[config.mk]
export PLATFORM = sky130hd
export DESIGN_NAME = spi_addr_collector
export DESIGN_NICKNAME = d
export VERILOG_FILES = /design/src/rtl/spi_ac_pkg.sv /design/src/rtl/spi_ac_decode.sv /design/src/rtl/spi_ac_len.sv /design/src/rtl/spi_ac_gather.sv /design/src/rtl/spi_addr_collector.sv
export SDC_FILE = /design/constraint.sdc
export NUM_CORES = 1
export LEC_CHECK = 0
export BUFFER_PORTS_ARGS = -buffer_cell sky130_fd_sc_hd__buf_2
export CORE_MARGIN = 5
export CORE_UTILIZATION = 40
export DETAILED_ROUTE_END_ITERATION = 8
export SLEW_MARGIN = 20
export SYNTH_ARGS = -nofsm -noshare
export SYNTH_HDL_FRONTEND = slang
export SYNTH_SLANG_ARGS = --single-unit
export TNS_END_PERCENT = 5
[constraint.sdc]
create_clock -name clk -period 3.62 [get_ports clk]
set_input_delay 0.181 -clock clk [delete_from_list [all_inputs] [get_ports clk]]
set_output_delay 0.181 -clock clk [all_outputs]
set_load 0.01 [all_outputs]
[src/rtl/spi_ac_pkg.sv]
// Shared types for the SPI address phase collector.
// Assumes an 8-bit opcode and a byte-wide shifter in front of the block.
package spi_ac_pkg;

    // Opcode classes that decide how the address phase is counted
    typedef enum logic [2:0] {
        OC_NONE  = 3'd0,
        OC_READ  = 3'd1,
        OC_FAST  = 3'd2,
        OC_DIO   = 3'd3,
        OC_QIO   = 3'd4,
        OC_PROG  = 3'd5,
        OC_ERASE = 3'd6
    } op_class_e;

    // Next-phase code on the output
    typedef enum logic [1:0] {
        PH_DONE  = 2'd0,
        PH_READ  = 2'd1,
        PH_PROG  = 2'd2,
        PH_ERASE = 2'd3
    } phase_e;

    // Erase granularity
    typedef enum logic [1:0] {
        ER_4K   = 2'd0,
        ER_32K  = 2'd1,
        ER_SECT = 2'd2
    } erase_e;

    // Dummy byte rule
    typedef enum logic [1:0] {
        RS_PLAIN = 2'd0,
        RS_CFG   = 2'd1,
        RS_FIXED = 2'd2
    } rd_style_e;

    // Collector state
    typedef enum logic [1:0] {
        ST_IDLE    = 2'd0,
        ST_COLLECT = 2'd1,
        ST_DRAIN   = 2'd2
    } coll_state_e;

    // Decoded opcode attributes
    typedef struct packed {
        op_class_e cls;
        logic      wide;   // always takes a 4-byte address
        erase_e    esz;
    } op_info_t;

    localparam int DIO_FIXED_TOTAL = 4;
    localparam int QIO_FIXED_TOTAL = 6;
    localparam int SEG_SHIFT       = 24;

endpackage

[src/rtl/spi_ac_decode.sv]
// Opcode classifier: maps one opcode byte to its class, its forced
// 4-byte flag and its erase size. Purely combinational.
// Assumes unknown opcodes carry no address (class OC_NONE).
module spi_ac_decode
    import spi_ac_pkg::*;
(
    input  logic [7:0] opcode,
    output op_info_t   info
);

    // Opcode lookup
    always_comb begin
        info = '{cls: OC_NONE, wide: 1'b0, esz: ER_4K};
        case (opcode)
            8'h03: info.cls = OC_READ;
            8'h13: begin info.cls = OC_READ;  info.wide = 1'b1; end
            8'h0B, 8'h3B, 8'h6B: info.cls = OC_FAST;
            8'h0C, 8'h3C, 8'h6C: begin info.cls = OC_FAST; info.wide = 1'b1; end
            8'hBB: info.cls = OC_DIO;
            8'hBC: begin info.cls = OC_DIO;   info.wide = 1'b1; end
            8'hEB: info.cls = OC_QIO;
            8'hEC: begin info.cls = OC_QIO;   info.wide = 1'b1; end
            8'h02, 8'hA2, 8'h32: info.cls = OC_PROG;
            8'h12: begin info.cls = OC_PROG;  info.wide = 1'b1; end
            8'h20: begin info.cls = OC_ERASE; info.esz = ER_4K; end
            8'h21: begin info.cls = OC_ERASE; info.esz = ER_4K;   info.wide = 1'b1; end
            8'h52: begin info.cls = OC_ERASE; info.esz = ER_32K; end
            8'hD8: begin info.cls = OC_ERASE; info.esz = ER_SECT; end
            8'hDC: begin info.cls = OC_ERASE; info.esz = ER_SECT; info.wide = 1'b1; end
            default: info.cls = OC_NONE;
        endcase
    end

endmodule

[src/rtl/spi_ac_len.sv]
// Length calculator: from the opcode class and the mode inputs, derives
// the address length and the total bytes of the address phase.
// Assumes the fixed totals are never shorter than the address length.
module spi_ac_len
    import spi_ac_pkg::*;
#(
    parameter int CNT_W = 5
) (
    input  op_info_t         info,
    input  logic             addr4_mode,
    input  logic             eeprom_mode,
    input  logic [1:0]       rd_style,
    input  logic [3:0]       dummy_cnt,
    output logic [2:0]       addr_len,
    output logic [CNT_W-1:0] total
);

    localparam logic [CNT_W-1:0] DIO_T = CNT_W'(DIO_FIXED_TOTAL);
    localparam logic [CNT_W-1:0] QIO_T = CNT_W'(QIO_FIXED_TOTAL);

    logic [CNT_W-1:0] alen_w;
    logic [CNT_W-1:0] dummies;
    logic [CNT_W-1:0] cfg_dummies;

    // Address width selection
    always_comb begin
        if (eeprom_mode)
            addr_len = 3'd2;
        else if (info.wide || addr4_mode)
            addr_len = 3'd4;
        else
            addr_len = 3'd3;
    end

    assign alen_w      = CNT_W'(addr_len);
    assign cfg_dummies = CNT_W'(dummy_cnt);

    // Dummy byte count per class and style
    always_comb begin
        dummies = '0;
        case (info.cls)
            OC_FAST: dummies = (rd_style == RS_CFG) ? cfg_dummies : '0;
            OC_DIO:  dummies = (rd_style == RS_FIXED) ? (DIO_T - alen_w) : cfg_dummies;
            OC_QIO:  dummies = (rd_style == RS_FIXED) ? (QIO_T - alen_w) : cfg_dummies;
            default: dummies = '0;
        endcase
    end

    // Total bytes after the opcode
    assign total = alen_w + dummies;

endmodule

[src/rtl/spi_ac_gather.sv]
// Byte gatherer: counts accepted bytes and shifts address bytes into an
// accumulator, most significant first; dummy bytes only advance the count.
// Assumes clear has priority and ADDR_W is at least 32.
module spi_ac_gather #(
    parameter int ADDR_W = 32,
    parameter int CNT_W  = 5
) (
    input  logic              clk,
    input  logic              rst_n,
    input  logic              clear,
    input  logic              take,
    input  logic [7:0]        byte_in,
    input  logic [2:0]        addr_len,
    output logic [CNT_W-1:0]  count,
    output logic [ADDR_W-1:0] acc_nxt
);

    logic [ADDR_W-1:0] acc_q;
    logic              is_addr;

    assign is_addr = (count < CNT_W'(addr_len));

    // Accumulator value including the byte presented this cycle
    always_comb begin
        acc_nxt = acc_q;
        if (take && is_addr)
            acc_nxt = {acc_q[ADDR_W-9:0], byte_in};
    end

    // Counter and accumulator registers
    always_ff @(posedge clk) begin
        if (!rst_n || clear) begin
            count <= '0;
            acc_q <= '0;
        end else if (take) begin
            count <= count + 1'b1;
            acc_q <= acc_nxt;
        end
    end

endmodule

[src/rtl/spi_addr_collector.sv]
// SPI flash address phase collector (top). Takes the opcode and then the
// address and dummy bytes, and issues a one-cycle next-phase strobe with
// the final address. Mode inputs are sampled with the opcode byte.
// Assumes byte_valid only matters while cs_n is low.
module spi_addr_collector
    import spi_ac_pkg::*;
#(
    parameter int ADDR_W = 32,
    parameter int CNT_W  = 5
) (
    input  logic              clk,
    input  logic              rst_n,
    input  logic              cs_n,
    input  logic              byte_valid,
    input  logic [7:0]        byte_in,
    input  logic              addr4_mode,
    input  logic              eeprom_mode,
    input  logic [1:0]        rd_style,
    input  logic [3:0]        dummy_cnt,
    input  logic [1:0]        seg_sel,
    output logic              collecting,
    output logic              phase_valid,
    output logic [1:0]        phase,
    output logic [ADDR_W-1:0] addr_out,
    output logic              erase_req,
    output logic [1:0]        erase_size
);

    coll_state_e       state_q;
    op_info_t          dec_info;
    op_info_t          info_q;
    logic [2:0]        dec_alen;
    logic [CNT_W-1:0]  dec_total;
    logic [2:0]        alen_q;
    logic [CNT_W-1:0]  total_q;
    logic [1:0]        seg_q;
    logic [CNT_W-1:0]  count;
    logic [ADDR_W-1:0] acc_nxt;
    logic [ADDR_W-1:0] final_addr;
    logic              accept;
    logic              take;
    logic              last;
    logic              clear;
    phase_e            done_phase;

    spi_ac_decode u_dec (
        .opcode (byte_in),
        .info   (dec_info)
    );

    spi_ac_len #(.CNT_W(CNT_W)) u_len (
        .info        (dec_info),
        .addr4_mode  (addr4_mode),
        .eeprom_mode (eeprom_mode),
        .rd_style    (rd_style),
        .dummy_cnt   (dummy_cnt),
        .addr_len    (dec_alen),
        .total       (dec_total)
    );

    assign accept = !cs_n && byte_valid;
    assign take   = accept && (state_q == ST_COLLECT);
    assign last   = take && ((count + 1'b1) == total_q);
    assign clear  = cs_n || (state_q != ST_COLLECT);

    spi_ac_gather #(.ADDR_W(ADDR_W), .CNT_W(CNT_W)) u_gat (
        .clk      (clk),
        .rst_n    (rst_n),
        .clear    (clear),
        .take     (take),
        .byte_in  (byte_in),
        .addr_len (alen_q),
        .count    (count),
        .acc_nxt  (acc_nxt)
    );

    // Segment offset applies to 3-byte addresses only
    always_comb begin
        final_addr = acc_nxt;
        if (alen_q == 3'd3)
            final_addr = acc_nxt + ADDR_W'({seg_q, {SEG_SHIFT{1'b0}}});
    end

    // Class to next-phase mapping
    always_comb begin
        case (info_q.cls)
            OC_READ, OC_FAST, OC_DIO, OC_QIO: done_phase = PH_READ;
            OC_PROG:  done_phase = PH_PROG;
            OC_ERASE: done_phase = PH_ERASE;
            default:  done_phase = PH_DONE;
        endcase
    end

    // Transaction state and latched opcode attributes
    always_ff @(posedge clk) begin
        if (!rst_n) begin
            state_q <= ST_IDLE;
            info_q  <= '{cls: OC_NONE, wide: 1'b0, esz: ER_4K};
            alen_q  <= 3'd0;
            total_q <= '0;
            seg_q   <= 2'd0;
        end else if (cs_n) begin
            state_q <= ST_IDLE;
        end else if (accept) begin
            case (state_q)
                ST_IDLE: begin
                    info_q  <= dec_info;
                    alen_q  <= dec_alen;
                    total_q <= dec_total;
                    seg_q   <= seg_sel;
                    state_q <= (dec_info.cls == OC_NONE) ? ST_DRAIN : ST_COLLECT;
                end
                ST_COLLECT: if (last) state_q <= ST_DRAIN;
                default: state_q <= state_q;
            endcase
        end
    end

    // Output strobes and held address
    always_ff @(posedge clk) begin
        if (!rst_n) begin
            phase_valid <= 1'b0;
            phase       <= PH_DONE;
            addr_out    <= '0;
            erase_req   <= 1'b0;
            erase_size  <= ER_4K;
        end else begin
            phase_valid <= 1'b0;
            erase_req   <= 1'b0;
            if (accept && state_q == ST_IDLE && dec_info.cls == OC_NONE) begin
                phase_valid <= 1'b1;
                phase       <= PH_DONE;
            end else if (last) begin
                phase_valid <= 1'b1;
                phase       <= done_phase;
                addr_out    <= final_addr;
                if (info_q.cls == OC_ERASE) begin
                    erase_req  <= 1'b1;
                    erase_size <= info_q.esz;
                end
            end
        end
    end

    assign collecting = (state_q == ST_COLLECT);

endmodule

Word level (Yosys, flattened, before mapping)
Index checks and enable logic that the tools add are counted.

Bitwise gates (word level): 4. Div/mod/pow operators: 0. Equality and inequality tests: 37. Magnitude comparators: 1. Shifts and indexed selects: 0. Muxes and demuxes: 18. Add/sub/neg operators: 5. $mul: 0. Reductions and logical operators: 30.

Operators with widths (count): 2-to-1 mux 32 bit (2); == test 8 bit (second input constant) (7); == test 8 x 6 -> 1 bit (second input constant) (5); adder 32 x 26 -> 32 bit (1); == test 8 x 7 -> 1 bit (second input constant) (3); case mux 3 bit (6 select lines) (1); == test 8 x 2 -> 1 bit (second input constant) (2); == test 8 x 4 -> 1 bit (second input constant) (2); == test 8 x 5 -> 1 bit (second input constant) (2); == test 3 x 2 -> 1 bit (second input constant) (5); case mux 5 bit (3 select lines) (1); == test 3 bit (second input constant) (4); OR reduction 2 bit (6); 2-to-1 mux 5 bit (2); AND reduction 3 bit (3); OR reduction 9 bit (1); case mux 2 bit (2 select lines) (2); OR reduction 4 bit (2); subtractor 3 x 3 -> 4 bit (first input constant) (2); logical AND 1 bit (6); 2-to-1 mux 3 bit (2); case mux 2 bit (3 select lines) (1); OR reduction 6 bit (1); adder 3 x 5 -> 5 bit (1); 19 further kinds (31).

Register bits: 92. Bits in read-only memories: 0. Bits in latches: 0. Word-level logic and storage cells: 108. Input bits: 22. Memories kept: 0. Output and inout port bits: 39. Memory bits (writable): 0.

Logic depth before layout (Yosys ltp)
Gate-level depths: netlist of run 1.

Word-level depth: 10. Depth in mapped cells: 13. Depth with buffers taken out: 13.

Hierarchy
From an unflattened synthesis of run 1, not the netlist that was laid out.

Cell total of the unflattened synthesis: 517. Area total of the unflattened synthesis: 5003.5 um2.

By module, submodules not included: spi_addr_collector (area an instance 2412.3 um2, instances 1, cells an instance 249, seq. area each 1101.1 um2); spi_ac_gather (area an instance 1978.1 um2, instances 1, cells an instance 177, seq. area each 740.7 um2); spi_ac_len (area an instance 350.3 um2, instances 1, cells an instance 48, seq. area each 0.0 um2); spi_ac_decode (area an instance 262.8 um2, instances 1, cells an instance 43, seq. area each 0.0 um2).

Least setup slack after synthesis of run 1
OpenSTA, ideal clock, no wires.

Kind: input-to-reg. Start point: input port byte_in[7]. End point: register total_q[4]. Data required time: 3.505 ns. Path slack: 0.839 ns. Cell stages on the path: 12. Library setup time: 0.115 ns. Buffers on the path: 1. Data arrival time: 2.666 ns. Cells stage by stage: buf_2 or4_1 nor3_1 a21oi_1 or4b_4 nand2_1 a22o_1 ha_1 fa_1 a21oi_1 a2111oi_2 o21a_1.

Word-level cells in the longest chain between the ends: 10. Elaborated cells on any way between the ends: 42. Classes of those cells: add/sub: 3; eq/ne: 24; mux: 7; reduce/logical: 8.

RTL lines: start, declared (line spi_addr_collector.sv:15) `input logic [7:0] byte_in,`; == test 8 x 5 -> 1 bit, or another cell as far along (line spi_ac_decode.sv:14) `case (opcode)`; OR reduction 9 bit (no source line); 2-to-1 mux 1 bit (line spi_ac_decode.sv:14); logical OR 1 bit (line spi_ac_len.sv:29) `else if (info.wide || addr4_mode)`; 2-to-1 mux 3 bit (line spi_ac_len.sv:29); 2-to-1 mux 3 bit (line spi_ac_len.sv:27) `if (eeprom_mode)`; subtractor 3 x 3 -> 4 bit, on equally long branches (line spi_ac_len.sv:44, spi_ac_len.sv:43); 2-to-1 mux 5 bit, on equally long branches (line spi_ac_len.sv:44, spi_ac_len.sv:43); case mux 5 bit (3 select lines) (line spi_ac_len.sv:41) `case (info.cls)`; adder 3 x 5 -> 5 bit (*) (line spi_ac_len.sv:50) `assign total = alen_w + dummies;`; end signal, assigned (line spi_addr_collector.sv:109) `total_q <= dec_total;`; end, declared (line spi_addr_collector.sv:35) `logic [CNT_W-1:0] total_q;`.

Mark *: on every way between the ends. The rest lies on a longest branch, timed or not. A chain may end at the register's enable or synchronous reset.

Final worst setup path of run 1
Start point: register alen_q[1]. End point: register addr_out[28].

Word-level cells in the longest chain between the ends: 5. Elaborated cells on any way between the ends: 6. Classes of those cells: add/sub: 1; order compare: 1; eq/ne: 1; mux: 2; reduce/logical: 1.

RTL lines: start, declared (line spi_addr_collector.sv:34) `logic [2:0] alen_q;`; start signal, assigned (line spi_addr_collector.sv:108) `alen_q <= dec_alen;`; less-than comparator 5 x 3 -> 1 bit (line spi_ac_gather.sv:21) `assign is_addr = (count < CNT_W'(addr_len));`; logical AND 1 bit (line spi_ac_gather.sv:26) `if (take && is_addr)`; 2-to-1 mux 32 bit (line spi_ac_gather.sv:26); via acc_nxt[24] (line spi_addr_collector.sv:38) `logic [ADDR_W-1:0] acc_nxt;`; adder 32 x 26 -> 32 bit (line spi_addr_collector.sv:81) `final_addr = acc_nxt + ADDR_W'({seg_q, {SEG_SHIFT{1'b0}}});`; 2-to-1 mux 32 bit (line spi_addr_collector.sv:80) `if (alen_q == 3'd3)`; end signal, assigned (line spi_addr_collector.sv:136) `addr_out <= final_addr;`; end, declared (line spi_addr_collector.sv:24) `output logic [ADDR_W-1:0] addr_out,`.

The timed path passes the listed nets, and every way through them passes these cells.

==> results of run 1 <==
-- sequential cells by signal, indices dropped and copies added (netlist names), 3 cells and up --
register / count
addr_out: 32
alen_q: 3
info_q: 5
total_q: 5
u_gat.acc_q: 32
u_gat.count: 5
-- routing by layer --
metal | GRT usage, % | vias up | part of all wire [%]
met5 | 0 | - | 0
met4 | 5.77 | 0 | 1.4
met3 | 3.87 | 16 | 3.8
met2 | 26.2 | 70 | 45
met1 | 22.9 | 1684 | 49
li1 | - | 1798 | -
-- area by class of cell --
cell class | instances | area, sq um
clock buffer | 10 | 128
clock inverter | 6 | 77.6
fill | 1029 | 5490
inverter | 12 | 45.0
multi-input combinational | 350 | 2290
sequential | 92 | 1840
tap | 136 | 170
timing repair buffer | 68 | 373
-- per-stage QoR --
step	util [%]	worst slack, ns	area, sq um	hold slack (ns)
2_1_floorplan	-	0.839	4300	0.317
3_3_place_gp	45.3	0.635	4720	0.437
3_5_place_dp	45.3	0.588	4720	0.434
4_1_cts	47.3	0.692	4930	0.0267
5_1_grt	47.3	0.405	4930	0.0516
6_report	47.3	0.677	4930	0.0527
-- cells by family after synthesis --
kind of cell	count (synthesis)	synth area share, %
flip-flops	92	42.8
multiplexers	37	8.67
AO/OA/AOI/OAI	96	15.8
buffers and inverters	43	4.25
adder cells (fa/ha/maj)	10	3.26
AND/OR/NAND/NOR	186	20.9
XOR/XNOR	21	4.28
-- power by group through the flow --
stage	registers, mW	clock network [mW]	logic [mW]
2_1_floorplan	1.05	0	0.0691
3_3_place_gp	1.05	0	0.100
3_5_place_dp	1.05	0	0.102
4_1_cts	1.03	0.754	0.103
5_1_grt	1.03	0.804	0.115
6_report	1.03	0.736	0.102
-- cell usage after synthesis, drive strengths merged, types with 2 or more instances --
library cell / n
nor4: 4
clkbuf: 20
nor3b: 2
buf: 11
ha: 8
and2: 3
a21oi: 27
o311a: 2
a21o: 3
nand3b: 3
nor3: 7
o21ai: 8
o211ai: 6
o22ai: 4
fa: 2
nand2: 43
dfxtp: 92
inv: 12
mux2: 2
nand3: 8
and3: 4
or4b: 2
mux2i: 35
a31oi: 4
or4: 2
nand4: 4
o31ai: 2
nor2b: 5
xnor2: 9
a211o: 2
nor2: 78
o211a: 2
a211oi: 27
nand4bb: 2
a311oi: 2
xor2: 12
nand4b: 2
nand2b: 13
a2111oi: 2
-- path summary, 6_finish.rpt --
| kind | start | to | slack [ns] |
|---|---|---|---|
| worst max-delay path | alen_q[1] | addr_out[28] | 0.68 |
| worst min register to register | erase_size[0] | erase_size[0] | 0.47 |
| worst min-delay path | seg_sel[1] | seg_q[1] | 0.05 |
| worst max register to register | alen_q[1] | addr_out[28] | 0.68 |
-- critical path, delay by kind of cell, from the launching register on --
family,cells,cell delay [ns]
muxes,2,0.36
and+or+nand+nor,2,0.36
buffers and inverters,2,0.11
AOI/OAI and AO/OA,3,0.55
DFF,1,0.37
adders and majority gates,3,0.90
xor gates and xnor gates,1,0.18
==> impl_metrics.csv, run 1 <==
group,metric,value,unit
drt,finalWirelength,10200,um
sta,final-max-slew-violation-count,0,
pwr,p_seq_share,55.0,%
sta,fmax,340,MHz
grt,antenna_found_initial,0,
min_path,hold_path_class,"input port to flop",
setup_path,r2r_cells,13,
sta,setup_viol,0,
drt,drc,0,
cells_and_area,final_common_cell,"dfxtp_1",
clock_tree,cts_resized,0,
sta,period_needed,2.94,ns
sta,rsz0062_at_grt,"false",
grt,grt_overflow,0,
clock_tree,clk_latency,0.37,ns
logic_synthesis,synth_ff_type,"dfxtp_1",
floorplan,dieHeight,114,um
grt,grt_max_degree,62,
clock_tree,cts-root-buf,"clkbuf_8",
drt,route.vias.total,3568,
cells_and_area,area_growth,14.6,%
clock_tree,clkSinkCount,92,
grt,grt_first_pass_wirelength,17500,um
cells_and_area,n_antenna_cell,0,
clock_tree,cts_tree,"yes",
floorplan,io_pins,61,
cells_and_area,final_cell_mix,"dfxtp_1, nor2_1, buf_2",
logic_synthesis,yosysTopAreaCell,"dfxtp_1",
pwr,combPwrFrac,5.5,%
clock_tree,numCtsBuffers,9,
cells_and_area,final_cells,674,
floorplan,initial_core_util,41.3,%
logic_synthesis,synth.distinct_cells,56,
placement,place_congestion,0.877,
clock_tree,post_cts_buffers,0,
logic_synthesis,ys_warn_count,0,
placement,dp_hpwl,7360,um
cells_and_area,finalNetCount,565,
pwr,powerDensity,378,nW/um^2
pwr,power.total,1.86,mW
setup_path,worstPathArrival,3.20,ns
setup_path,startpoint_type,"flop",
drt,drt-initial-drc-count,139,
logic_synthesis,yosys-top-cells-area,"dfxtp_1, mux2i_1, nor2_1",
clock_tree,path_clk_slew,0.10,ns
pwr,p_leak,1.94,nW
logic_synthesis,synth_nets,517,
sta,hold_viol_final,0,
setup_path,slowest_delay,0.45,ns
run,maxCapViolations,0,
clock_tree,postCtsHoldBufs,0,
min_path,hold_depth,3,
placement,port_buffers,60,
pwr,p_sw,0.474,mW
pwr,ir_drop,157,uV
setup_path,worstPathCellList,"inv_1 > ha_1 > a21oi_1 > o211a_1 > mux2_2 > ha_1 > inv_1 > fa_1 > nor2_1 > nand3_1 > mux2i_1 > xor2_1 > o22ai_1",
logic_synthesis,synth_area_per_cell,8.87,sq um
pwr,p_clk_share,39.5,%
sta,fin_tns_setup,0,ns
floorplan,rows,37,
logic_synthesis,async_reset_ff_share,0,%
drt,drtPass1Iterations,4,
floorplan,fp.dieW,114,um
setup_path,crit_path_end_kind,"flop",
floorplan,coreArea,10400,sq um
setup_path,cp_slowest_cell,"fa_1",
grt,grt_pass1_vias,3544,
floorplan,dieArea,12900,sq um
drt,wire_per_inst,15.2,um
grt,grt_use_total,16.8,%
sta,finalCritPeriodShare,81.3,%
logic_synthesis,syn_area,4300,sq um
drt,viasPerCell,5.29,
logic_synthesis,synth_cells,485,
pwr,swShare,25.4,%
clock_tree,htreeDepth,3,
pwr,intPower,1.39,mW
placement,placed_cells,658,
sta,slew_headroom,51.7,%
drt,ant_nets,0,
setup_path,criticalPathCategory,"flop to flop",
sta,tightest_slew,0.724,ns
clock_tree,cts.path.max_buffers,2,
cells_and_area,drive_above_1_share,17.7,%
logic_synthesis,yosysTopAreaCellShare,42.8,%
logic_synthesis,synth_edf_count,0,
logic_synthesis,yosys_register_bits,92,
setup_path,cp.required,3.87,ns
setup_path,cp_max_fo,6,
logic_synthesis,seq_area_frac_synth,42.8,%
sta,clock_skew,0.0170,ns
run_status,run_status,"completed",
(Power assumes the default switching activity.)
==> run 2: changes to the inputs <==
ABC_AREA = 1   (was not set)
clock period = 2.5 ns   (was 3.62 ns; I/O delays follow)
==> run 2 against run 1 <==
Net effect: sequential power rose by 45%; critical endpoint is now addr_out[30]; wire length rose by 1.1%; non-clock buffer count rose by 14; synthesized cell count rose by 16%; clock power rose by 41%; final area rose by 4.2%.
==> impl_metrics.csv, run 2 <==
group,metric,value,unit
clock_tree,cts.path.max_buffers,2,
sta,final-max-slew-violation-count,0,
min_path,hold_start,"eeprom_mode",
drt,drt-initial-drc-count,185,
pwr,p_seq_share,55.5,%
cells_and_area,reg_top3,"addr_out x32, u_gat.acc_q x32",
min_path,hold_path_class,"input port to flop",
logic_synthesis,synth_ff_type,"dfxtp_1",
setup_path,criticalPathCategory,"flop to flop",
drt,route.vias.total,3825,
floorplan,fp.dieW,114,um
cells_and_area,finalNetCount,665,
logic_synthesis,yosys-top-cells-area,"dfxtp_1, nor2_1, nand2_1",
setup_path,cp_slowest_cell,"fa_2",
grt,grt_first_pass_wirelength,17400,um
grt,antenna_found_initial,0,
setup_path,path_common_cell,"inv_1",
setup_path,rr_endpoint,"addr_out[30]",
clock_tree,htreeDepth,3,
clock_tree,clk_latency,0.37,ns
cells_and_area,drive_above_1_share,24.9,%
grt,grt_max_degree,36,
setup_path,crit_path_end_kind,"flop",
sta,setup_viol,0,
logic_synthesis,synth_cells,563,
grt,grt_overflow,0,
logic_synthesis,ys_warn_count,0,
drt,viasPerCell,4.94,
clock_tree,path_clk_slew,0.11,ns
floorplan,dieHeight,114,um
drt,drc,0,
pwr,swShare,27.6,%
cells_and_area,n_fill_cell,1070,
min_path,min_to,"alen_q[0]",
pwr,combPwrFrac,5.9,%
setup_path,cp.required,2.78,ns
logic_synthesis,synth.distinct_cells,38,
grt,grt_use_total,16.6,%
floorplan,io_pins,61,
sta,clock_skew,0.0135,ns
run,maxCapViolations,0,
setup_path,worstPathArrival,2.77,ns
logic_synthesis,yosys_register_bits,92,
sta,fin_tns_setup,0,ns
logic_synthesis,syn_area,4300,sq um
sta,fmax,401,MHz
floorplan,initial_core_util,41.3,%
pwr,p_leak,2.25,nW
clock_tree,cts_tree,"yes",
placement,dp_hpwl,7420,um
setup_path,crit_family,"simple AND/OR/NAND/NOR gates",
floorplan,rows,37,
logic_synthesis,yosys.cell_count.top_type,"nor2_1",
cells_and_area,fin_util,49.3,%
cells_and_area,final_common_cell,"nor2_1",
floorplan,coreArea,10400,sq um
cells_and_area,final_cell_mix,"nor2_1, dfxtp_1, nand2_1",
drt,finalWirelength,10400,um
logic_synthesis,synthTopCellsByCount,"nor2_1, dfxtp_1, nand2_1, inv_1, o21ai_0",
cells_and_area,area_growth,19.4,%
setup_path,cp.buffers_inverters,5,
drt,ant_nets,0,
clock_tree,numCtsBuffers,9,
grt,grt_pass1_vias,3657,
sta,rsz0062_at_grt,"true",
sta,slew_headroom,31.5,%
pwr,p_clk_share,38.6,%
sta,finalCritPeriodShare,99.8,%
logic_synthesis,yosysTopAreaCellShare,42.8,%
setup_path,slowest_delay,0.34,ns
min_path,hold_depth,4,
floorplan,dieArea,12900,sq um
setup_path,reg2reg_slack,0.005,ns
clock_tree,cts-root-buf,"clkbuf_8",
pwr,intPower,1.95,mW
pwr,ir_drop,330,uV
drt,wire_per_inst,13.4,um
placement,place_congestion,0.869,
sta,tightest_slew,1.03,ns
setup_path,r2r_cells,20,
placement,port_buffers,60,
clock_tree,clkSinkCount,92,
logic_synthesis,synth_area_per_cell,7.64,sq um
pwr,p_sw,0.742,mW
setup_path,worstPathCellList,"inv_2 > ha_4 > nand2_1 > inv_1 > nand3_1 > nand3_2 > or2_1 > o21ai_1 > inv_1 > ha_2 > inv_1 > fa_2 > nor2_2 > nand2_2 > nor2_4 > nand3_2 > nand2_1 > nand2_1 > o21ai_1 > inv_1",
logic_synthesis,synth_edf_count,0,
logic_synthesis,yosysTopAreaCell,"dfxtp_1",
drt,drtPass1Iterations,4,
sta,hold_viol_final,0,
setup_path,startpoint_type,"flop",
logic_synthesis,synth_nets,595,
cells_and_area,multi_input_area,2160,sq um
pwr,powerDensity,523,nW/um^2
setup_path,r2r-start,"alen_q[2]",
logic_synthesis,seq_area_frac_synth,42.8,%
logic_synthesis,async_reset_ff_share,0,%
setup_path,cp_max_fo,4,
setup_path,path_depth,20,
sta,period_needed,2.49,ns
cells_and_area,n_antenna_cell,0,
run_status,run_status,"completed",
cells_and_area,regArea,1850,sq um
-- run 2: changes by cell type in the layout (fill, tap and decap cells not counted), moves of 22 or more --
cell / before / now
mux2i_1: 35 / 4
inv_1: 12 / 58
nand2_1: 42 / 76
o21ai_0: 6 / 46
a211oi_1: 27 / 5
nor2_1: 78 / 106
-- run 2: final cells by class --
type	instances	share of cell area, %
multi-input combinational	382	42.1
sequential	92	35.9
timing repair buffer	82	9.60
inverter	66	4.92
tap	136	3.31
clock buffer	9	2.41
clock inverter	7	1.68
-- run 2: metal layers --
metal	GRT usage (%)	routed length, um	vias up
li1	-	-	1978
met5	0	0	-
met4	6.89	223	0
met2	25.3	4490	89
met1	22.8	5170	1741
met3	3.50	477	17
-- run 2: tightest hold or removal path, delay by kind of cell --
family	cells	cell delay (ns)
compound gates	1	0.05
simple gates	2	0.11
buf+inv	1	0.11
-- run 2: worst max-delay path by stage --
| stage | end | start | slack [ns] |
|---|---|---|---|
| after global placement | addr_out[30] | alen_q[2] | -0.009 |
| after detailed placement | addr_out[30] | alen_q[1] | -0.09 |
| after global routing | addr_out[31] | alen_q[2] | -0.17 |
| after CTS | addr_out[30] | alen_q[1] | 0.005 |
| after floorplan | addr_out[30] | alen_q[1] | 0.007 |
| final | addr_out[30] | alen_q[2] | 0.005 |
-- run 2: per-stage QoR --
step                power (mW)  hold slack [ns]  area, sq um  cells  setup WS, ns
floorplan                 1.62            0.260         4310    563       0.00653
global placement          1.67            0.353         4810    755      -0.00897
detailed placement        1.67            0.360         4810    755       -0.0899
CTS                       2.72           0.0459         5040    772       0.00467
global route              2.81           0.0682         5140    774        -0.172
finish                    2.69           0.0592         5140    774       0.00506
-- run 2: repair_timing --
item                       CTS  global route
setup buffers                0             2
hold endpoints to repair     1             0
setup endpoints to repair    5             7
pin swaps                    1            13
gates cloned                 0             0
gates resized for setup      4            18
hold buffers                 1             0
-- run 2: cells by family after synthesis --
family	Yosys count	share of synthesized area, %
adders and majority gates	10	3.26
xor gates and xnor gates	11	2.24
DFF	92	42.8
muxes	4	0.931
AOI/OAI and AO/OA	117	18.3
and+or+nand+nor	240	23.4
buffers and inverters	89	9.10
-- run 2: power by group through the flow --
stage          Sequential, mW  Combinational (mW)  Clock, mW
5_1_grt                  1.49               0.179       1.14
6_report                 1.49               0.158       1.04
4_1_cts                  1.49               0.153       1.07
3_5_place_dp             1.52               0.150          0
3_3_place_gp             1.52               0.146          0
2_1_floorplan            1.52              0.0975          0
==> run 3: changes to the inputs <==
REMOVE_ABC_BUFFERS = 1   (was not set)
==> run 3 against run 2 <==
Net effect: global-route usage decreased by 0.68 points; maximum frequency up 2.5%; clock-buffer cell count did not move; via count shrank 0.94%; hold slack better by 0.014 ns; sequential power about the same; combinational power about the same; critical path depth stayed put; final area is 0.58% higher; sequential share of layout area decreased by 0.21 points; die area unchanged; critical endpoint unchanged; largest power group unchanged.
==> impl_metrics.csv, run 3 (synthesis results as in run 2) <==
group,metric,value,unit
cells_and_area,fin_area,5170,sq um
grt,grt_overflow,0,
cells_and_area,area_growth,20.1,%
cells_and_area,reg_top3,"addr_out x32, u_gat.acc_q x32",
cells_and_area,final_common_cell,"nor2_1",
setup_path,r2r-start,"alen_q[2]",
sta,period_needed,2.43,ns
sta,fin_tns_setup,0,ns
placement,place_congestion,0.809,
placement,placed_area,4840,sq um
pwr,ir_drop,241,uV
floorplan,dieArea,12900,sq um
pwr,powerDensity,512,nW/um^2
sta,slew_headroom,31.9,%
cells_and_area,final_cell_mix,"nor2_1, dfxtp_1, nand2_1",
placement,placed_cells,760,
drt,route.vias.total,3789,
setup_path,crit_family,"simple AND/OR/NAND/NOR gates",
cells_and_area,drive_above_1_share,25.6,%
setup_path,worstPathArrival,2.71,ns
setup_path,r2r_cells,20,
grt,grt_pass1_vias,3568,
sta,clock_skew,0.0136,ns
clock_tree,cts.path.max_buffers,2,
cells_and_area,regArea,1850,sq um
placement,port_buffers,60,
setup_path,cp.required,2.77,ns
sta,hold_viol_final,0,
grt,grt_use_total,15.9,%
setup_path,startpoint_type,"flop",
floorplan,dieHeight,114,um
clock_tree,path_clk_slew,0.10,ns
drt,drc,0,
floorplan,io_pins,61,
floorplan,coreArea,10400,sq um
clock_tree,cts_tree,"yes",
min_path,hold_path_class,"input port to flop",
setup_path,cp-endpoint,"addr_out[30]",
drt,ant_nets,0,
clock_tree,clkSinkCount,92,
setup_path,rr_endpoint,"addr_out[30]",
pwr,p_leak,2.28,nW
placement,dp_hpwl,7220,um
clock_tree,numCtsBuffers,9,
sta,setup_viol,0,
grt,antenna_found_initial,0,
cells_and_area,multi_input_area,2160,sq um
drt,viasPerCell,4.86,
setup_path,crit_path_end_kind,"flop",
sta,final-max-slew-violation-count,0,
setup_path,criticalPathCategory,"flop to flop",
min_path,hold_start,"cs_n",
grt,grt_max_degree,35,
setup_path,cp.buffers_inverters,5,
run,maxCapViolations,0,
floorplan,fp.dieW,114,um
floorplan,initial_core_util,41.3,%
run_status,run_status,"completed",
sta,fmax,411,MHz
clock_tree,cts-root-buf,"clkbuf_8",
setup_path,cp_slowest_cell,"fa_2",
setup_path,path_depth,20,
cells_and_area,finalNetCount,671,
sta,tightest_slew,1.02,ns
setup_path,cp-startpoint,"alen_q[2]",
grt,grt_first_pass_wirelength,16700,um
pwr,power.total,2.64,mW
cells_and_area,n_antenna_cell,0,
cells_and_area,final_cells,780,
drt,finalWirelength,10000,um
sta,rsz0062_at_grt,"true",
setup_path,reg2reg_slack,0.07,ns
drt,drtPass1Iterations,5,
setup_path,path_common_cell,"inv_1",
drt,drt-initial-drc-count,179,
clock_tree,htreeDepth,3,
sta,finalCritPeriodShare,97.3,%
setup_path,worstPathCellList,"inv_2 > ha_4 > nand2_1 > inv_1 > nand3_2 > nand3_2 > or2_1 > o21ai_2 > inv_1 > ha_2 > inv_1 > fa_2 > nor2_2 > nand2_2 > nor2_4 > nand3_2 > nand2_1 > nand2_1 > o21ai_1 > inv_1",
setup_path,cp_max_fo,4,
setup_path,slowest_delay,0.34,ns
clock_tree,clk_latency,0.37,ns
drt,wire_per_inst,12.9,um
cells_and_area,n_fill_cell,1073,
floorplan,rows,37,
## run 3: cell types whose count changed in the layout (fill, tap and decap cells not counted)
cell	previous run	this run
o21ai_2	4	5
buf_4	19	25
clkinv_8	2	1
clkinvlp_4	0	1
inv_6	0	1
xor2_2	1	0
inv_8	4	3
o21ai_1	6	5
xor2_1	6	7
## run 3: worst register-to-register path, cell delays in order, from the launching register on
cell	delay (ns)
dfxtp_2	0.33
inv_2	0.04
ha_4	0.27
nand2_1	0.05
inv_1	0.05
nand3_2	0.06
nand3_2	0.09
or2_1	0.13
o21ai_2	0.06
inv_1	0.06
ha_2	0.18
inv_1	0.05
fa_2	0.34
nor2_2	0.10
nand2_2	0.08
nor2_4	0.10
nand3_2	0.07
nand2_1	0.07
nand2_1	0.05
o21ai_1	0.11
inv_1	0.04
## run 3: power breakdown
| group | leakage [nW] | switching, mW | internal [mW] |
|---|---|---|---|
| clock network | 0.0985 | 0.599 | 0.396 |
| logic | 1.43 | 0.102 | 0.0556 |
| registers | 0.744 | 0.0101 | 1.48 |
| total | 2.28 | 0.711 | 1.93 |
## run 3: final cells by class
cell class	instances	area share (%)
flip-flops and latches	92	35.7
clock inverters	7	1.45
well taps	136	3.29
clock buffers	9	2.40
repair buffers	88	10.4
inverters	66	4.89
multi-input cells	382	41.8
## run 3: repair_timing
action / CTS / global route
hold endpoints to repair: 1 / 0
setup endpoints to repair: 6 / 7
pin swaps: 6 / 14
resized for setup: 9 / 17
setup buffers: 3 / 0
hold buffers: 1 / 0
## run 3: per-layer routing
metal  share of wire (%)  GRT usage [%]  wire length [um]  vias to the layer above
met5                   0              0                 0                        -
met1                  49           21.7              4970                     1715
met2                  45           24.9              4510                       80
met4                0.97           5.69                97                        0
met3                 4.6           3.24               466                        8
li1                    -              -                 -                     1986
## run 3: worst min-delay path by stage
stage | to | depth (start not counted)
after global placement | seg_q[0] | 3
after CTS | state_q[1] | 4
final | state_q[1] | 4
after floorplan | alen_q[2] | 2
after detailed placement | seg_q[0] | 3
after global routing | state_q[0] | 4
## run 3: metrics by stage
step	setup slack [ns]	utilization, %	hold WS (ns)
floorplan	-1.11	-	0.249
global placement	-0.0928	46.4	0.356
detailed placement	-0.189	46.4	0.358
CTS	0.0117	49.0	0.0597
global route	-0.120	49.6	0.100
finish	0.0665	49.6	0.0730
